**src/rtl/reloc_pkg.sv**
```systemverilog
package reloc_pkg;
  typedef enum logic {
    SEL_BASE  = 1'b0,
    SEL_LIMIT = 1'b1
  } reg_sel_e;

  typedef enum logic {
    MODE_USER = 1'b0,
    MODE_PRIV = 1'b1
  } mode_e;
endpackage

```
**src/rtl/reloc_regs.sv**
```systemverilog
module reloc_regs
  import reloc_pkg::*;
#(
  parameter int LA_W = 16,
  parameter int PA_W = 20
) (
  input  logic            clk,
  input  logic            rst_n,
  input  logic            priv,
  input  logic            wr,
  input  logic            sel,
  input  logic [PA_W-1:0] wdata,
  input  logic            ld,
  input  logic [PA_W-1:0] ld_base,
  input  logic [LA_W-1:0] ld_limit,
  output logic [PA_W-1:0] base,
  output logic [LA_W-1:0] limit,
  output logic            prot_err
);
  logic [PA_W-1:0] base_q, base_d;
  logic [LA_W-1:0] limit_q, limit_d;
  logic            err_q, err_d;
  logic            upd_en;
  mode_e           mode;

  assign mode = mode_e'(priv);

  // Next state: a restore takes priority over a single write.
  always_comb begin
    base_d  = base_q;
    limit_d = limit_q;
    err_d   = (wr || ld) && (mode == MODE_USER);
    upd_en  = 1'b0;
    if (mode == MODE_PRIV) begin
      if (ld) begin
        base_d  = ld_base;
        limit_d = ld_limit;
        upd_en  = 1'b1;
      end else if (wr) begin
        upd_en = 1'b1;
        if (reg_sel_e'(sel) == SEL_BASE) base_d = wdata;
        else                             limit_d = wdata[LA_W-1:0];
      end
    end
  end

  always_ff @(posedge clk or negedge rst_n) begin
    if (!rst_n) begin
      base_q  <= '0;
      limit_q <= '0;
    end else if (upd_en) begin
      base_q  <= base_d;
      limit_q <= limit_d;
    end
  end

  always_ff @(posedge clk or negedge rst_n) begin
    if (!rst_n) err_q <= 1'b0;
    else        err_q <= err_d;
  end

  assign base     = base_q;
  assign limit    = limit_q;
  assign prot_err = err_q;


  user_wr_hold_chk: assert property (@(posedge clk) disable iff (!rst_n)
    ((wr || ld) && !priv) |=> ($stable(base_q) && $stable(limit_q)));


  rej_flag_chk: assert property (@(posedge clk) disable iff (!rst_n)
    ((wr || ld) && !priv) |=> prot_err);


  no_false_rej_chk: assert property (@(posedge clk) disable iff (!rst_n)
    !((wr || ld) && !priv) |=> !prot_err);


  restore_chk: assert property (@(posedge clk) disable iff (!rst_n)
    (ld && priv) |=> (base == $past(ld_base) && limit == $past(ld_limit)));
endmodule

```
**src/rtl/reloc_xlate.sv**
```systemverilog
module reloc_xlate
  import reloc_pkg::*;
#(
  parameter int LA_W = 16,
  parameter int PA_W = 20
) (
  input  logic            clk,
  input  logic            rst_n,
  input  logic            priv,
  input  logic            req_valid,
  input  logic [LA_W-1:0] laddr,
  input  logic [PA_W-1:0] base,
  input  logic [LA_W-1:0] limit,
  output logic            rsp_valid,
  output logic [PA_W-1:0] paddr,
  output logic            fault
);
  localparam int SUM_W = PA_W + 1;

  logic [PA_W-1:0]  la_ext;
  logic [SUM_W-1:0] sum;
  logic             over_lim, carry;
  logic [PA_W-1:0]  paddr_q, paddr_d;
  logic             fault_q, fault_d;
  logic             vld_q;

  assign la_ext   = PA_W'(laddr);
  assign sum      = SUM_W'(base) + SUM_W'(laddr);
  assign over_lim = laddr > limit;
  assign carry    = sum[PA_W];

  always_comb begin
    paddr_d = paddr_q;
    fault_d = 1'b0;
    if (req_valid) begin
      if (mode_e'(priv) == MODE_PRIV) begin
        paddr_d = la_ext;
      end else if (over_lim || carry) begin
        paddr_d = '0;
        fault_d = 1'b1;
      end else begin
        paddr_d = sum[PA_W-1:0];
      end
    end
  end

  always_ff @(posedge clk or negedge rst_n) begin
    if (!rst_n)         paddr_q <= '0;
    else if (req_valid) paddr_q <= paddr_d;
  end

  always_ff @(posedge clk or negedge rst_n) begin
    if (!rst_n) begin
      fault_q <= 1'b0;
      vld_q   <= 1'b0;
    end else begin
      fault_q <= fault_d;
      vld_q   <= req_valid;
    end
  end

  assign rsp_valid = vld_q;
  assign paddr     = paddr_q;
  assign fault     = fault_q;


  rsp_follow_chk: assert property (@(posedge clk) disable iff (!rst_n)
    req_valid |=> rsp_valid);


  idle_chk: assert property (@(posedge clk) disable iff (!rst_n)
    !req_valid |=> !rsp_valid);


  fault_only_valid_chk: assert property (@(posedge clk) disable iff (!rst_n)
    fault |-> rsp_valid);


  priv_bypass_chk: assert property (@(posedge clk) disable iff (!rst_n)
    (req_valid && priv) |=> (!fault && paddr == PA_W'($past(laddr))));


  limit_fault_chk: assert property (@(posedge clk) disable iff (!rst_n)
    (req_valid && !priv && laddr > limit) |=> (fault && paddr == '0));
endmodule

```
**src/rtl/reloc_unit.sv**
```systemverilog
module reloc_unit #(
  parameter int LA_W = 16,
  parameter int PA_W = 20
) (
  input  logic            clk,
  input  logic            rst_n,
  input  logic            priv_i,
  input  logic            reg_wr_i,
  input  logic            reg_sel_i,
  input  logic [PA_W-1:0] reg_wdata_i,
  input  logic            ctx_load_i,
  input  logic [PA_W-1:0] ctx_base_i,
  input  logic [LA_W-1:0] ctx_limit_i,
  output logic [PA_W-1:0] ctx_base_o,
  output logic [LA_W-1:0] ctx_limit_o,
  output logic            prot_err_o,
  input  logic            req_valid_i,
  input  logic [LA_W-1:0] req_laddr_i,
  output logic            rsp_valid_o,
  output logic [PA_W-1:0] rsp_paddr_o,
  output logic            rsp_fault_o
);
  logic [PA_W-1:0] base_w;
  logic [LA_W-1:0] limit_w;

  reloc_regs #(.LA_W(LA_W), .PA_W(PA_W)) u_regs (
    .clk      (clk),
    .rst_n    (rst_n),
    .priv     (priv_i),
    .wr       (reg_wr_i),
    .sel      (reg_sel_i),
    .wdata    (reg_wdata_i),
    .ld       (ctx_load_i),
    .ld_base  (ctx_base_i),
    .ld_limit (ctx_limit_i),
    .base     (base_w),
    .limit    (limit_w),
    .prot_err (prot_err_o)
  );

  reloc_xlate #(.LA_W(LA_W), .PA_W(PA_W)) u_xlate (
    .clk       (clk),
    .rst_n     (rst_n),
    .priv      (priv_i),
    .req_valid (req_valid_i),
    .laddr     (req_laddr_i),
    .base      (base_w),
    .limit     (limit_w),
    .rsp_valid (rsp_valid_o),
    .paddr     (rsp_paddr_o),
    .fault     (rsp_fault_o)
  );

  assign ctx_base_o  = base_w;
  assign ctx_limit_o = limit_w;


  reset_quiet_chk: assert property (@(posedge clk) $rose(rst_n) |-> (!rsp_fault_o && !prot_err_o));
endmodule

```
**config.mk**
```make
export PLATFORM = sky130hd
export DESIGN_NAME = reloc_unit
export DESIGN_NICKNAME = d
export VERILOG_FILES = /design/src/rtl/reloc_pkg.sv /design/src/rtl/reloc_regs.sv /design/src/rtl/reloc_xlate.sv /design/src/rtl/reloc_unit.sv
export SDC_FILE = /design/constraint.sdc
export NUM_CORES = 1
export LEC_CHECK = 0
export BUFFER_PORTS_ARGS = -buffer_cell sky130_fd_sc_hd__buf_2
export CORE_UTILIZATION = 48
export CTS_CLUSTER_DIAMETER = 100
export DETAILED_ROUTE_END_ITERATION = 8
export PLACE_DENSITY = 0.77
export SLEW_MARGIN = 10
export SYNTH_ARGS = -nofsm -noshare
export SYNTH_HDL_FRONTEND = slang
export SYNTH_SLANG_ARGS = --single-unit
```
**constraint.sdc**
```tcl
create_clock -name clk -period 2.7 [get_ports clk]
set_clock_uncertainty 0.15 [all_clocks]
set_input_delay 0 -clock clk [delete_from_list [all_inputs] [get_ports clk]]
set_output_delay 0 -clock clk [all_outputs]
set_load 0.1 [all_outputs]
```
==> results.sh <==
export IMPL_htree_levels=3
export IMPL_synthTopCellsByCount="dfrtp_1 (59), a21oi_1 (55), nand2_1 (45)"
export IMPL_drive_above_1_share_pct=29.0
export IMPL_fmax_mhz=381
export IMPL_rsz0062_at_grt="yes"
export IMPL_numCtsBuffers=9
export IMPL_avgSynthCellArea_sq_um=8.57
export IMPL_clockBufferDepth=2
export IMPL_clock_sinks=59
export IMPL_portBuffers=137
export IMPL_finalPower_mw=4.07
export IMPL_place_hpwl_um=8700
export IMPL_clk_latency_ns=0.35
export IMPL_core_sq_um=8180
export IMPL_cap_violations=0
export IMPL_fin_area_sq_um=5880
export IMPL_fillers=618
export IMPL_p_per_area_nw_per_um2=691
export IMPL_drv_slew=0
export IMPL_overflow=0
export IMPL_period_needed_ns=2.63
export IMPL_syn_inst=471
export IMPL_cp_arrival_ns=2.68
export IMPL_ioPinCount=138
export IMPL_firstDrtPassIters=5
export IMPL_antenna_left=0
export IMPL_grt_first_pass_wirelength_um=20700
export IMPL_p_leak_nw=2.80
export IMPL_cp_end_kind="flop"
export IMPL_dp_cells=695
export IMPL_synth_edff_count=0
export IMPL_setup_viol=0
export IMPL_die_area_sq_um=8780
export IMPL_period_share_pct=97.3
export IMPL_synthArstFlopShare_pct=100
export IMPL_antenna_found_initial=0
export IMPL_tritoncts="yes"
export IMPL_rows=33
export IMPL_n_antenna_cell=0
export IMPL_chipHeight_um=93.7
export IMPL_startpoint_type="flop"
export IMPL_cts_root_buf="clkbuf_8"
export IMPL_fp_dieW_um=93.7
export IMPL_grt_max_degree=60
export IMPL_vias=4465
export IMPL_utilization_pct=71.9
export IMPL_ys_types=54
export IMPL_synth_area_leaders="dfrtp_1 (37%), ha_1 (9.9%), a21oi_1 (6.8%), o21ai_0 (4.6%), nand2_1 (4.2%)"
export IMPL_status="completed"
export IMPL_yosysSeqAreaShare_pct=36.6
export IMPL_wl_per_cell_um=16.5
export IMPL_yosys_area_top_type="dfrtp_1"
export IMPL_area_growth_pct=45.8
export IMPL_cp_max_fo=5
export IMPL_route_detailed_drc=0
export IMPL_ys_flop_type="dfrtp_1"
export IMPL_ys_ff_latch=59
export IMPL_path_class="reg -> reg"
export IMPL_yosys_warnings=0
export IMPL_grt_total_usage_pct=30.7
export IMPL_gp_congestion=0.909
export IMPL_slew_headroom_pct=50.3
export IMPL_clk_pin_slew_ns=0.07
export IMPL_final_instance_count_excl_fill=798
export IMPL_ir_drop_uv=371
export IMPL_syn_cell_area_sq_um=4040
export IMPL_synth_top_area_share_pct=36.6
export IMPL_worst_pin_slew_ns=0.745
export IMPL_nets=800
export IMPL_hp_class="in -> reg"
export IMPL_viasPerCell=5.60
export IMPL_hold_viol_final=0
export IMPL_placed_cell_area_sq_um=4800
export IMPL_first_iter_violations=237
export IMPL_first_global_vias=4216
export IMPL_syn_nets=583
export IMPL_routed_wl_um=13200
export IMPL_yosysMostFrequentCell="dfrtp_1"
export IMPL_required_ns=2.75
export IMPL_start_util_pct=49.4
==> kinds of logic (layout without fill, tap and decap cells) <==
logic type / after synthesis / after routing / synth area share [%]
simple gates: 145 / 145 / 17.4
xor+xnor: 8 / 8 / 1.74
compound gates: 167 / 167 / 26.3
buf+inv: 54 / 276 / 6.29
mux: 5 / 5 / 1.24
fa+ha+maj: 33 / 33 / 10.4
flops: 59 / 59 / 36.6
==> layout by cell type, fill, tap and decap left out, types with 4 or more instances in the layout <==
master and n:
a211oi_1 19, a21o_1 7, a21oi_1 54, a31oi_1 13, buf_2 137, buf_4 8, clkbuf_8 11, dfrtp_1 37
dfrtp_2 21, dlygate4sd3_1 84, ha_1 31, inv_1 30, mux2i_1 5, nand2_1 45, nand3_1 17, nand4_1 5
nand4b_1 4, nor2_1 37, nor2b_1 19, nor3_1 6, o21ai_0 36, o22ai_1 8, xnor2_1 4, xor2_1 4
==> area by class of cell <==
type	instances	area, sq um	area share [%]
flip-flops and latches	59	1510	25.6
multi-input cells	358	2340	39.9
well taps	105	131	2.23
clock inverters	4	25.0	0.425
repair buffers	230	1610	27.3
clock buffers	12	155	2.64
inverters	30	113	1.91
==> sequential cells by signal (all words and copies together), names as in the netlist <==
name,cells
u_xlate.paddr,20
u_regs.base,20
u_regs.limit,16
u_xlate.fault,1
u_xlate.rsp_valid,1
u_regs.prot_err,1
==> worst paths after layout <==
path	startpoint	end	slack [ns]	cells after the start
setup / recovery	u_regs.base[6]	u_xlate.paddr[17]	0.07	8
max in group asynchronous	rst_n	u_regs.base[0]	1.66	3
hold / removal	reg_wdata_i[12]	u_regs.base[12]	0.004	4
min in group asynchronous	rst_n	u_xlate.paddr[18]	0.19	3
setup reg to reg	u_regs.base[6]	u_xlate.paddr[17]	0.07	8
hold reg to reg	u_xlate.paddr[13]	u_xlate.paddr[13]	0.37	2
==> what timing repair did <==
| action | 4_1_cts | 5_1_grt |
|---|---|---|
| setup buffers | 1 | 2 |
| hold endpoints to repair | 113 | 0 |
| gates resized for setup | 2 | 3 |
| endpoints found under the setup margin | 1 | 10 |
| hold buffers | 84 | 0 |
| pin swaps | 1 | 4 |
| cloned | 0 | 0 |
==> worst max-delay path, cell delays in order, from the launching register on <==
cell and delay, ns:
dfrtp_2 0.42, ha_1 0.38, a2111oi_0 0.44, o21ai_1 0.21, a21oi_2 0.25, o22a_4 0.21, nor3_1 0.06, a311oi_1 0.27
o22ai_1 0.10
==> metrics by stage <==
stage	hold WS, ns	setup WS (ns)	TNS, ns
floorplan	-0.446	0.0156	0
global placement	0.0379	0.131	0
detailed placement	0.0462	0.0567	0
CTS	0.00141	0.0341	0
global route	0.0292	-0.0317	-0.0317
finish	0.00438	0.0739	0
==> metal layers <==
| metal | GRT usage [%] | vias up | share of wire, % |
|---|---|---|---|
| met2 | 49.9 | 195 | 48 |
| met1 | 40.2 | 2093 | 43 |
| met5 | 0 | - | 0 |
| li1 | - | 2138 | - |
| met4 | 13.3 | 0 | 3.1 |
| met3 | 4.94 | 39 | 6.2 |
==> power breakdown <==
part | internal, mW | switching (mW) | total (mW)
Sequential | 1.02 | 0.110 | 1.13
Clock | 0.380 | 0.368 | 0.748
Combinational | 0.565 | 1.62 | 2.18
Total | 1.97 | 2.10 | 4.07
Note: power is estimated with default switching activity, not from simulation.
